==> config.mk <==
export PLATFORM = sky130hd
export DESIGN_NAME = msi_dispatch
export DESIGN_NICKNAME = d
export VERILOG_FILES = /design/src/rtl/msi_pkg.sv /design/src/rtl/msi_prio_pick.sv /design/src/rtl/msi_pend_ctl.sv /design/src/rtl/msi_wr_out.sv /design/src/rtl/msi_dispatch.sv
export SDC_FILE = /design/constraint.sdc
export NUM_CORES = 1
export LEC_CHECK = 0
export ABC_CLOCK_PERIOD_IN_PS = 7300
export CAP_MARGIN = 20
export CORE_MARGIN = 3
export CORE_UTILIZATION = 35
export DETAILED_ROUTE_END_ITERATION = 6
export MAX_ROUTING_LAYER = met4
export PLACE_DENSITY_LB_ADDON = 0.15
export SYNTH_ARGS = -nofsm -noshare
export SYNTH_HDL_FRONTEND = slang
export SYNTH_SLANG_ARGS = --single-unit
export TNS_END_PERCENT = 50
==> constraint.sdc <==
create_clock -name clk -period 7.3 [get_ports clk]
set_clock_uncertainty 0.2 [all_clocks]
set_input_delay 1.46 -clock clk [delete_from_list [all_inputs] [get_ports clk]]
set_output_delay 1.46 -clock clk [all_outputs]
set_load 0.02 [all_outputs]
==> src/rtl/msi_pkg.sv <==
`timescale 1ns/1ps
package msi_pkg;

    localparam int unsigned ADDR_W = 64;
    localparam int unsigned DATA_W = 32;
    localparam int unsigned RID_W  = 16;
    localparam int unsigned MME_W  = 3;

    // One outgoing memory-write message
    typedef struct packed {
        logic [ADDR_W-1:0] addr;
        logic [DATA_W-1:0] data;
        logic [RID_W-1:0]  rid;
    } msi_msg_t;

    // Classification of an accepted request
    typedef enum logic [1:0] {
        REQ_NONE,
        REQ_SEND,
        REQ_HOLD,
        REQ_BAD
    } req_kind_e;

    // Message address is dword aligned
    function automatic logic [ADDR_W-1:0] msg_addr(input logic [ADDR_W-1:0] a);
        return a & ~ADDR_W'(3);
    endfunction

    // Merge the vector number into the low lg bits of the data word
    function automatic logic [DATA_W-1:0] msg_data(input logic [15:0] base,
                                                  input logic [15:0] vec,
                                                  input logic [MME_W-1:0] lg);
        logic [15:0] hi_keep;
        hi_keep = 16'hFFFF << lg;
        return {16'h0000, (base & hi_keep) | (vec & ~hi_keep)};
    endfunction

endpackage

==> src/rtl/msi_prio_pick.sv <==
`timescale 1ns/1ps
module msi_prio_pick #(
    parameter int unsigned N = 32,
    localparam int unsigned IW = (N > 1) ? $clog2(N) : 1
) (
    input  logic [N-1:0]  cand,
    output logic          found,
    output logic [IW-1:0] idx
);

    logic [N:0]   seen;
    logic [N-1:0] grant;

    assign seen[0] = 1'b0;

    // Lowest-index-first chain: grant goes to the first set candidate
    for (genvar i = 0; i < N; i++) begin : g_chain
        assign grant[i]  = cand[i] & ~seen[i];
        assign seen[i+1] = seen[i] | cand[i];
    end

    always_comb begin
        idx = '0;
        for (int unsigned i = 0; i < N; i++) begin
            if (grant[i]) idx = idx | IW'(i);
        end
    end

    assign found = seen[N];

endmodule

==> src/rtl/msi_pend_ctl.sv <==
`timescale 1ns/1ps
module msi_pend_ctl #(
    parameter int unsigned NVEC     = 32,
    parameter bit          HAS_MASK = 1'b1,
    localparam int unsigned IW      = (NVEC > 1) ? $clog2(NVEC) : 1
) (
    input  logic            clk,
    input  logic            rst,
    input  logic            set_en,
    input  logic [IW-1:0]   set_idx,
    input  logic            clr_en,
    input  logic [IW-1:0]   clr_idx,
    input  logic            trim_en,
    input  logic [NVEC-1:0] keep,
    output logic [NVEC-1:0] pend
);

    if (HAS_MASK) begin : g_store
        logic [NVEC-1:0] bits_q;
        logic [NVEC-1:0] bits_d;

        // Trim old bits first, then retire the replayed one, then record the new one
        always_comb begin
            bits_d = bits_q;
            if (trim_en) bits_d = bits_d & keep;
            if (clr_en)  bits_d[clr_idx] = 1'b0;
            if (set_en)  bits_d[set_idx] = 1'b1;
        end

        always_ff @(posedge clk) begin
            if (rst) bits_q <= '0;
            else     bits_q <= bits_d;
        end

        assign pend = bits_q;

        // nothing outside the allocation survives a trim
        a_r9_trim_clears: assert property (@(posedge clk) disable iff (rst)
            trim_en |=> ((pend & ~$past(keep)) == '0));

        // a recorded request is visible the next cycle
        a_r5_set_seen: assert property (@(posedge clk) disable iff (rst)
            set_en |=> pend[$past(set_idx)]);
    end else begin : g_none
        logic unused_in;
        assign unused_in = ^{clk, rst, set_en, set_idx, clr_en, clr_idx, trim_en, keep};
        assign pend = '0;
    end

endmodule

==> src/rtl/msi_wr_out.sv <==
`timescale 1ns/1ps
module msi_wr_out
    import msi_pkg::*;
(
    input  logic     clk,
    input  logic     rst,
    input  logic     load_en,
    input  msi_msg_t load_msg,
    input  logic     ready,
    output logic     valid,
    output msi_msg_t msg
);

    always_ff @(posedge clk) begin
        if (rst) begin
            valid <= 1'b0;
            msg   <= '0;
        end else if (load_en) begin
            valid <= 1'b1;
            msg   <= load_msg;
        end else if (ready) begin
            valid <= 1'b0;
        end
    end

    // an unaccepted write keeps its content
    a_r7_hold_stable: assert property (@(posedge clk) disable iff (rst)
        (valid && !ready) |=> (valid && $stable(msg)));

    // never load over an outstanding write
    a_r7_single_outstanding: assert property (@(posedge clk) disable iff (rst)
        load_en |-> !valid);

endmodule

==> src/rtl/msi_dispatch.sv <==
`timescale 1ns/1ps
module msi_dispatch
    import msi_pkg::*;
#(
    parameter int unsigned NVEC     = 32,
    parameter bit          HAS_MASK = 1'b1,
    localparam int unsigned VW      = (NVEC > 1) ? $clog2(NVEC) : 1
) (
    input  logic              clk,
    input  logic              rst,
    input  logic              cfg_en,
    input  logic [MME_W-1:0]  cfg_mme,
    input  logic [ADDR_W-1:0] cfg_addr,
    input  logic [15:0]       cfg_data,
    input  logic [NVEC-1:0]   cfg_mask,
    input  logic [RID_W-1:0]  cfg_rid,
    input  logic              cfg_touch,
    input  logic              irq_valid,
    input  logic [VW-1:0]     irq_vec,
    output logic              irq_ready,
    output logic              irq_bad,
    input  logic              intx_set,
    output logic              intx_out,
    output logic [NVEC-1:0]   pend_bits,
    output logic              mw_valid,
    input  logic              mw_ready,
    output logic [ADDR_W-1:0] mw_addr,
    output logic [DATA_W-1:0] mw_data,
    output logic [RID_W-1:0]  mw_rid
);

    localparam logic [MME_W-1:0] LG_MAX = MME_W'(VW);

    logic [MME_W-1:0] lg_eff;
    logic [NVEC-1:0]  alloc_keep;
    logic [NVEC-1:0]  mask_eff;
    logic             vec_legal;
    req_kind_e        kind;
    logic             cfg_live;
    logic             replay_q;
    logic [NVEC-1:0]  replay_cand;
    logic             pick_found;
    logic [VW-1:0]    pick_idx;
    logic             replay_fire;
    logic             replay_end;
    logic             load_en;
    logic [VW-1:0]    load_vec;
    msi_msg_t         load_msg;
    msi_msg_t         out_msg;

    // Allocation: requested order clamped to what the block was built with
    assign lg_eff = (cfg_mme > LG_MAX) ? LG_MAX : cfg_mme;

    always_comb begin
        for (int unsigned i = 0; i < NVEC; i++) begin
            alloc_keep[i] = ((32'(i) >> lg_eff) == 32'd0);
        end
    end

    assign mask_eff  = HAS_MASK ? cfg_mask : '0;
    assign vec_legal = ((32'(irq_vec) >> lg_eff) == 32'd0);

    // Request classification
    assign irq_ready = !mw_valid && !replay_q;

    always_comb begin
        kind = REQ_NONE;
        if (irq_valid && irq_ready) begin
            if (!vec_legal)              kind = REQ_BAD;
            else if (mask_eff[irq_vec])  kind = REQ_HOLD;
            else                         kind = REQ_SEND;
        end
    end

    // Replay of pending vectors
    assign cfg_live    = cfg_touch && cfg_en;
    assign replay_cand = pend_bits & ~mask_eff & alloc_keep;

    msi_prio_pick #(.N(NVEC)) u_pick (
        .cand  (replay_cand),
        .found (pick_found),
        .idx   (pick_idx)
    );

    assign replay_fire = replay_q && !mw_valid && pick_found;
    assign replay_end  = replay_q && !mw_valid && !pick_found;

    always_ff @(posedge clk) begin
        if (rst)                       replay_q <= 1'b0;
        else if (cfg_live && HAS_MASK) replay_q <= 1'b1;
        else if (replay_end)           replay_q <= 1'b0;
    end

    msi_pend_ctl #(.NVEC(NVEC), .HAS_MASK(HAS_MASK)) u_pend (
        .clk     (clk),
        .rst     (rst),
        .set_en  (kind == REQ_HOLD),
        .set_idx (irq_vec),
        .clr_en  (replay_fire),
        .clr_idx (pick_idx),
        .trim_en (cfg_live),
        .keep    (alloc_keep),
        .pend    (pend_bits)
    );

    // Message assembly
    assign load_en  = (kind == REQ_SEND) || replay_fire;
    assign load_vec = replay_fire ? pick_idx : irq_vec;

    always_comb begin
        load_msg.addr = msg_addr(cfg_addr);
        load_msg.data = msg_data(cfg_data, 16'(load_vec), lg_eff);
        load_msg.rid  = cfg_rid;
    end

    msi_wr_out u_out (
        .clk      (clk),
        .rst      (rst),
        .load_en  (load_en),
        .load_msg (load_msg),
        .ready    (mw_ready),
        .valid    (mw_valid),
        .msg      (out_msg)
    );

    assign mw_addr = out_msg.addr;
    assign mw_data = out_msg.data;
    assign mw_rid  = out_msg.rid;

    // Error flag and legacy line
    always_ff @(posedge clk) begin
        if (rst) begin
            irq_bad  <= 1'b0;
            intx_out <= 1'b0;
        end else begin
            irq_bad <= (kind == REQ_BAD);
            if (cfg_live)      intx_out <= 1'b0;
            else if (intx_set) intx_out <= 1'b1;
        end
    end

    // out-of-range request flags and stays silent
    a_r2_bad_silent: assert property (@(posedge clk) disable iff (rst)
        (kind == REQ_BAD) |=> (irq_bad && !mw_valid));

    // a sent request is presented next cycle with the function's ID
    a_r3_send_next: assert property (@(posedge clk) disable iff (rst)
        (kind == REQ_SEND) |=> (mw_valid && mw_rid == $past(cfg_rid)));

    // a masked request produces no write
    a_r5_masked_quiet: assert property (@(posedge clk) disable iff (rst)
        (kind == REQ_HOLD) |=> (!mw_valid && pend_bits[$past(irq_vec)]));

    // enabled configuration write drops INTx
    a_r8_intx_drop: assert property (@(posedge clk) disable iff (rst)
        (cfg_touch && cfg_en) |=> !intx_out);

    // disabled configuration write leaves state alone
    a_r11_disabled_quiet: assert property (@(posedge clk) disable iff (rst)
        (cfg_touch && !cfg_en && !replay_q && !irq_valid && !intx_set)
        |=> ($stable(pend_bits) && $stable(intx_out)));

endmodule

=== After elaboration in Yosys (flattened, before gate mapping) ===
Cells that the tools add are included.

* Memory bits (read-only): 0
* Bits in latches: 0
* Memory bits (writable): 0
* Logic and storage cells: 268
* Memories: 0
* Flip-flop bits (word level): 148

* Reductions and logical operators: 49
* Eq/ne operators: 3
* Shift-type cells: 34
* $add $sub $neg: 0
* Bitwise operators: 104
* Mux-type cells: 65
* Multiply operators: 0
* Order comparisons: 5
* Div/mod/pow operators: 0

{| class="wikitable"
|+ Operator list
! cell !! number
|-
| $logic_not 32->1 || 33
|-
| $shr 5x3->32 const A || 16
|-
| $shr 4x3->32 const A || 8
|-
| $mux 112 || 2
|-
| $and 32x32->32 || 4
|-
| $shr 3x3->32 const A || 4
|-
| $mux 32 || 3
|-
| $mux 5 || 17
|-
| $not 32->32 || 2
|-
| $shr 1x3->32 const A || 2
|-
| $shr 2x3->32 const A || 2
|-
| $mux 4 || 8
|-
| $or 32x32->32 || 1
|-
| $shr 5x3->32 || 1
|-
| $and 1x1->1 || 31
|-
| $not 1->1 || 31
|-
| $or 1x1->1 || 31
|-
| $mux 1 || 19
|-
| $and 16x16->16 || 1
|-
| $and 5x16->16 || 1
|-
| $mux 2 || 8
|-
| $not 16->16 || 1
|-
| $or 16x16->16 || 1
|-
| $shl 16x3->16 const A || 1
|-
| 13 further kinds || 32
|}

=== Longest topological paths before layout ===
* Word-level depth: 47
* Mapped depth: 11

=== Hierarchy ===
A second synthesis with hierarchy kept.

* Cells, all modules: 777
* Area, all modules: 7034.2 um^2

{| class="wikitable"
|+ By module, submodules not included
! module !! seq. area each (um^2) !! area each (um^2) !! times used !! cells each
|-
| msi_wr_out || 2262.2 || 4035.1 || 1 || 366
|-
| msi_pend_ctl || 640.6 || 1621.6 || 1 || 195
|-
| msi_dispatch || 60.1 || 972.2 || 1 || 145
|-
| msi_prio_pick || 0.0 || 405.4 || 1 || 71
|}

=== Worst setup path after synthesis ===
Ideal clock, no wire load.

* Path kind: input to register
* Start point: input port cfg_mme[1]
* End point: register u_pend.g_store.bits_q[22] (netlist: u_pend.pend[22])
* Arrival time: 3.904 ns
* Path slack: 3.079 ns
* Buffers on the path: 2
* Stages: 9
* Required time: 6.983 ns
* Cell sequence: buf_2 > o22a_1 > or4_4 > buf_6 > or4_4 > and3_4 > nor4_4 > nand2b_1 > a32o_1

* Word-level cells in the longest chain between the ends: 47

{| class="wikitable"
|+ Ends and longest elaborated chain
! what !! line !! text
|-
| start: declaration || msi_dispatch.sv:12 || <nowiki>input logic [MME_W-1:0] cfg_mme,</nowiki>
|-
| $gt 3x3->1 || msi_dispatch.sv:52 || <nowiki>assign lg_eff = (cfg_mme > LG_MAX) ? LG_MAX : cfg_mme;</nowiki>
|-
| $mux 3 (*) || msi_dispatch.sv:52 ||
|-
| $shr 1x3->32 || msi_dispatch.sv:56 || <nowiki>alloc_keep[i] = ((32'(i) >> lg_eff) == 32'd0);</nowiki>
|-
| $logic_not 32->1 || msi_dispatch.sv:56 ||
|-
| $and 32x32->32 || msi_dispatch.sv:77 || <nowiki>assign replay_cand = pend_bits & ~mask_eff & alloc_keep;</nowiki>
|-
| $not 1->1 or $or 1x1->1 (tied branches) || msi_prio_pick.sv:18, msi_prio_pick.sv:19 ||
|-
| $and 1x1->1 (tied with other cells) || msi_prio_pick.sv:18 || <nowiki>assign grant[i] = cand[i] & ~seen[i];</nowiki>
|-
| $mux 1 (tied with other cells) || msi_prio_pick.sv:25 || <nowiki>if (grant[i]) idx = idx | IW'(i);</nowiki>
|-
| (+31 left out) || -- ||
|-
| $logic_and 1x1->1 (not written as such) || msi_pend_ctl.sv:26 || <nowiki>if (clr_en) bits_d[clr_idx] = 1'b0;</nowiki>
|-
| $mux 1 (not written as such) || msi_pend_ctl.sv:26 ||
|-
| $demux 1 s5 || -- ||
|-
| $not 32->32 (no source line) || -- ||
|-
| $and 32x32->32 (no source line) || -- ||
|-
| $mux 32 || msi_pend_ctl.sv:26 ||
|-
| $or 32x32->32 (no source line) || -- ||
|-
| $mux 32 (*) || msi_pend_ctl.sv:27 || <nowiki>if (set_en) bits_d[set_idx] = 1'b1;</nowiki>
|-
| end signal: assignment || msi_pend_ctl.sv:32 || <nowiki>else bits_q <= bits_d;</nowiki>
|-
| end: declaration || msi_pend_ctl.sv:19 || <nowiki>logic [NVEC-1:0] bits_q;</nowiki>
|}

Every way passes the cells marked *; elsewhere a longest branch is shown, timed or not. The select of a mux whose other input is x is not followed.
A chain may end at the register's enable or synchronous reset.

=== Worst setup path after layout ===
* Start point: input port cfg_mme[2]
* End point: register u_pend.g_store.bits_q[30] (netlist: u_pend.pend[30])

The elaborated chain is that of the path after synthesis.

==> results.json <==
{
  "synth_flop_cell": "dfxtp_1",
  "slew_violations": 0,
  "required_ps": 7410,
  "die_w_um": 141,
  "cts.sinks": 130,
  "crit_type": "input port to register",
  "synth_seq_cells": 130,
  "synth_area_leader_cell": "dfxtp_1",
  "clockBufferDepth": 2,
  "grt.total_usage_pct": 23.4,
  "cts_root_buf": "clkbuf_16",
  "routed_wl_um": 23200,
  "ys_types": 64,
  "grt_pass1_wl_um": 35200,
  "clock.fmax_ghz": 0.194,
  "antenna_left": 0,
  "path_clk_slew_ps": 60,
  "cts_tree": "built",
  "worstMarginPinSlew_ps": 992,
  "start_util_pct": 36.2,
  "synth_area_leaders": "dfxtp_1 41%, mux2i_1 14%, nor2_1 6.7%",
  "ys_top_cells_by_count": "130 x dfxtp_1, 113 x nor2_1, 89 x mux2i_1, 48 x nand2_1, 35 x nand2b_1",
  "syn_to_final_growth_pct": 53.9,
  "drc": 0,
  "setup_ws_ps": 2150,
  "tns_ps": 0,
  "pre_cts_slack_ps": 1700,
  "irDropWorstVdd_v": 0.000155,
  "routedWlPerCell_um": 19.4,
  "routabilityCongestion": 0.952,
  "dieArea_sq_um": 19800,
  "status": "finished clean",
  "rsz0062_at_grt": "false",
  "post-route-util_pct": 55.7,
  "synth.top_cell.area_share_pct": 41.0,
  "grt_max_degree": 80,
  "power.density_nw_per_um2": 195,
  "dr.pass1.iters": 5,
  "post_cts_resized": 0,
  "layout_min_cycle_time_ps": 5150,
  "cp_max_fo": 15,
  "via_count": 6302,
  "startpoint_type": "input port",
  "hold_viol_final": 0,
  "post_cts.repair.setup_buffers": 0,
  "insertion_delay_ps": 420,
  "htreeDepth": 4,
  "p_total_mw": 1.91,
  "synth_cells": 697,
  "multi_input_area_sq_um": 3510,
  "synth_area_per_cell_sq_um": 9.10,
  "cts_buffers": 17,
  "antenna_found_initial": 1,
  "port_buffers": 270,
  "synth_edf_count": 0,
  "fill_cells": 1584,
  "dp_hpwl_um": 17100,
  "post_route_cells_drive_above_1_share_pct": 6.80,
  "ys_async_sr_fraction_pct": 0,
  "netlist_area_sq_um": 6350,
  "ctsHoldBuffers": 0,
  "yosysWarnings": 0,
  "pin_count": 291,
  "hp-class": "register to register",
  "cp-end-kind": "register",
  "cap_violations": 0,
  "slew_headroom_pct": 33.7,
  "fin_crit_sh_pct": 70.5,
  "grt_overflow": 0,
  "setup_viol": 0,
  "viasPerCell": 5.27,
  "synth.most_common_cell": "dfxtp_1",
  "fin_nets": 1102,
  "register_area_sq_um": 2600,
  "first_iter_violations": 412,
  "seq_area_frac_synth_pct": 41.0,
  "placementRows": 48,
  "die_h_um": 141,
  "cp.arrival_ps": 5250,
  "coreArea_sq_um": 17500,
  "p_leak_nw": 3.48,
  "grt_pass1_vias": 6303
}
## cell families after synthesis
kind of cell           share of synthesized area (%)
other                                         0.0591
buffers and inverters                           4.97
multiplexers                                    16.9
AO/OA/AOI/OAI                                   15.0
AND/OR/NAND/NOR                                 22.1
flip-flops                                      41.0
## critical path, cell delays in order
cell and delay (ps):
clkdlybuf4s50_1 750, a21oi_2 480, a41oi_2 160, or4_4 570
or4_4 560, and3_4 180, nor4_4 690, nand2_1 110
a32o_1 290
## metal layers
layer / share of wire [%] / track usage (%)
met1: 41 / 27.5
met2: 48 / 37.9
met3: 9.2 / 8.04
met4: 2.0 / 7.50
met5: 0 / -
## state kept, by name (all words and copies together) (netlist names)
register,count
u_out.msg,94
u_pend.pend,32
intx_out,1
irq_bad,1
replay_q,1
u_out.valid,1
## cell type report
class	count	share of cell area, %
Antenna cell	1	0.0256
Clock buffer	21	4.82
Clock inverter	9	0.858
Inverter	5	0.192
Multi-Input combinational cell	524	36.0
Sequential cell	130	26.6
Tap cell	225	2.88
Timing Repair Buffer	281	28.6
## path summary, 6_finish.rpt
kind / from / to / slack [ps] / depth (start not counted)
hold reg to reg: u_out.msg[62] / u_out.msg[62] / 290 / 2
hold / removal: u_out.msg[62] / u_out.msg[62] / 290 / 2
setup / recovery: cfg_mme[2] / u_pend.pend[30] / 2150 / 9
setup reg to reg: u_pend.pend[9] / u_pend.pend[30] / 3780 / 8
## placed cells by master (no fill, tap or decap), types with 3 or more instances in the layout
master | Yosys | layout
nor3_1 | 12 | 11
clkdlybuf4s50_1 | 0 | 269
dfxtp_1 | 130 | 130
o211ai_1 | 3 | 3
a211oi_1 | 5 | 4
nor2b_1 | 15 | 15
mux2i_1 | 89 | 89
nor2_1 | 113 | 113
o21ai_0 | 17 | 16
mux4_2 | 8 | 8
a22oi_1 | 4 | 4
clkinv_2 | 0 | 4
o21bai_1 | 3 | 3
nand3_1 | 9 | 9
and2_1 | 4 | 4
buf_4 | 18 | 11
o21a_1 | 3 | 3
nor4_1 | 9 | 9
nand4_1 | 12 | 12
a32o_1 | 23 | 23
inv_1 | 5 | 5
clkbuf_16 | 0 | 17
and4_1 | 3 | 3
nor3b_1 | 4 | 4
conb_1 | 1 | 18
a31oi_1 | 10 | 10
clkbuf_8 | 0 | 3
clkinv_4 | 0 | 3
and3_1 | 5 | 5
nand2_1 | 48 | 48
nand2b_1 | 35 | 35
a21oi_1 | 28 | 28
## report_power, final
part	internal [mW]	switching (mW)
Clock	0.490	0.327
Combinational	0.171	0.164
Sequential	0.739	0.0151
## per-stage QoR
| stage | hold slack [ps] | instance area [sq um] | cells |
|---|---|---|---|
| 6_report | 291 | 9770 | 1196 |
| 5_1_grt | 323 | 9770 | 1196 |
| 4_1_cts | 296 | 9770 | 1195 |
| 3_5_place_dp | 282 | 9210 | 1165 |
| 3_3_place_gp | 271 | 9210 | 1165 |
| 2_1_floorplan | 272 | 6410 | 714 |
Note: power is estimated with default switching activity, not from simulation.
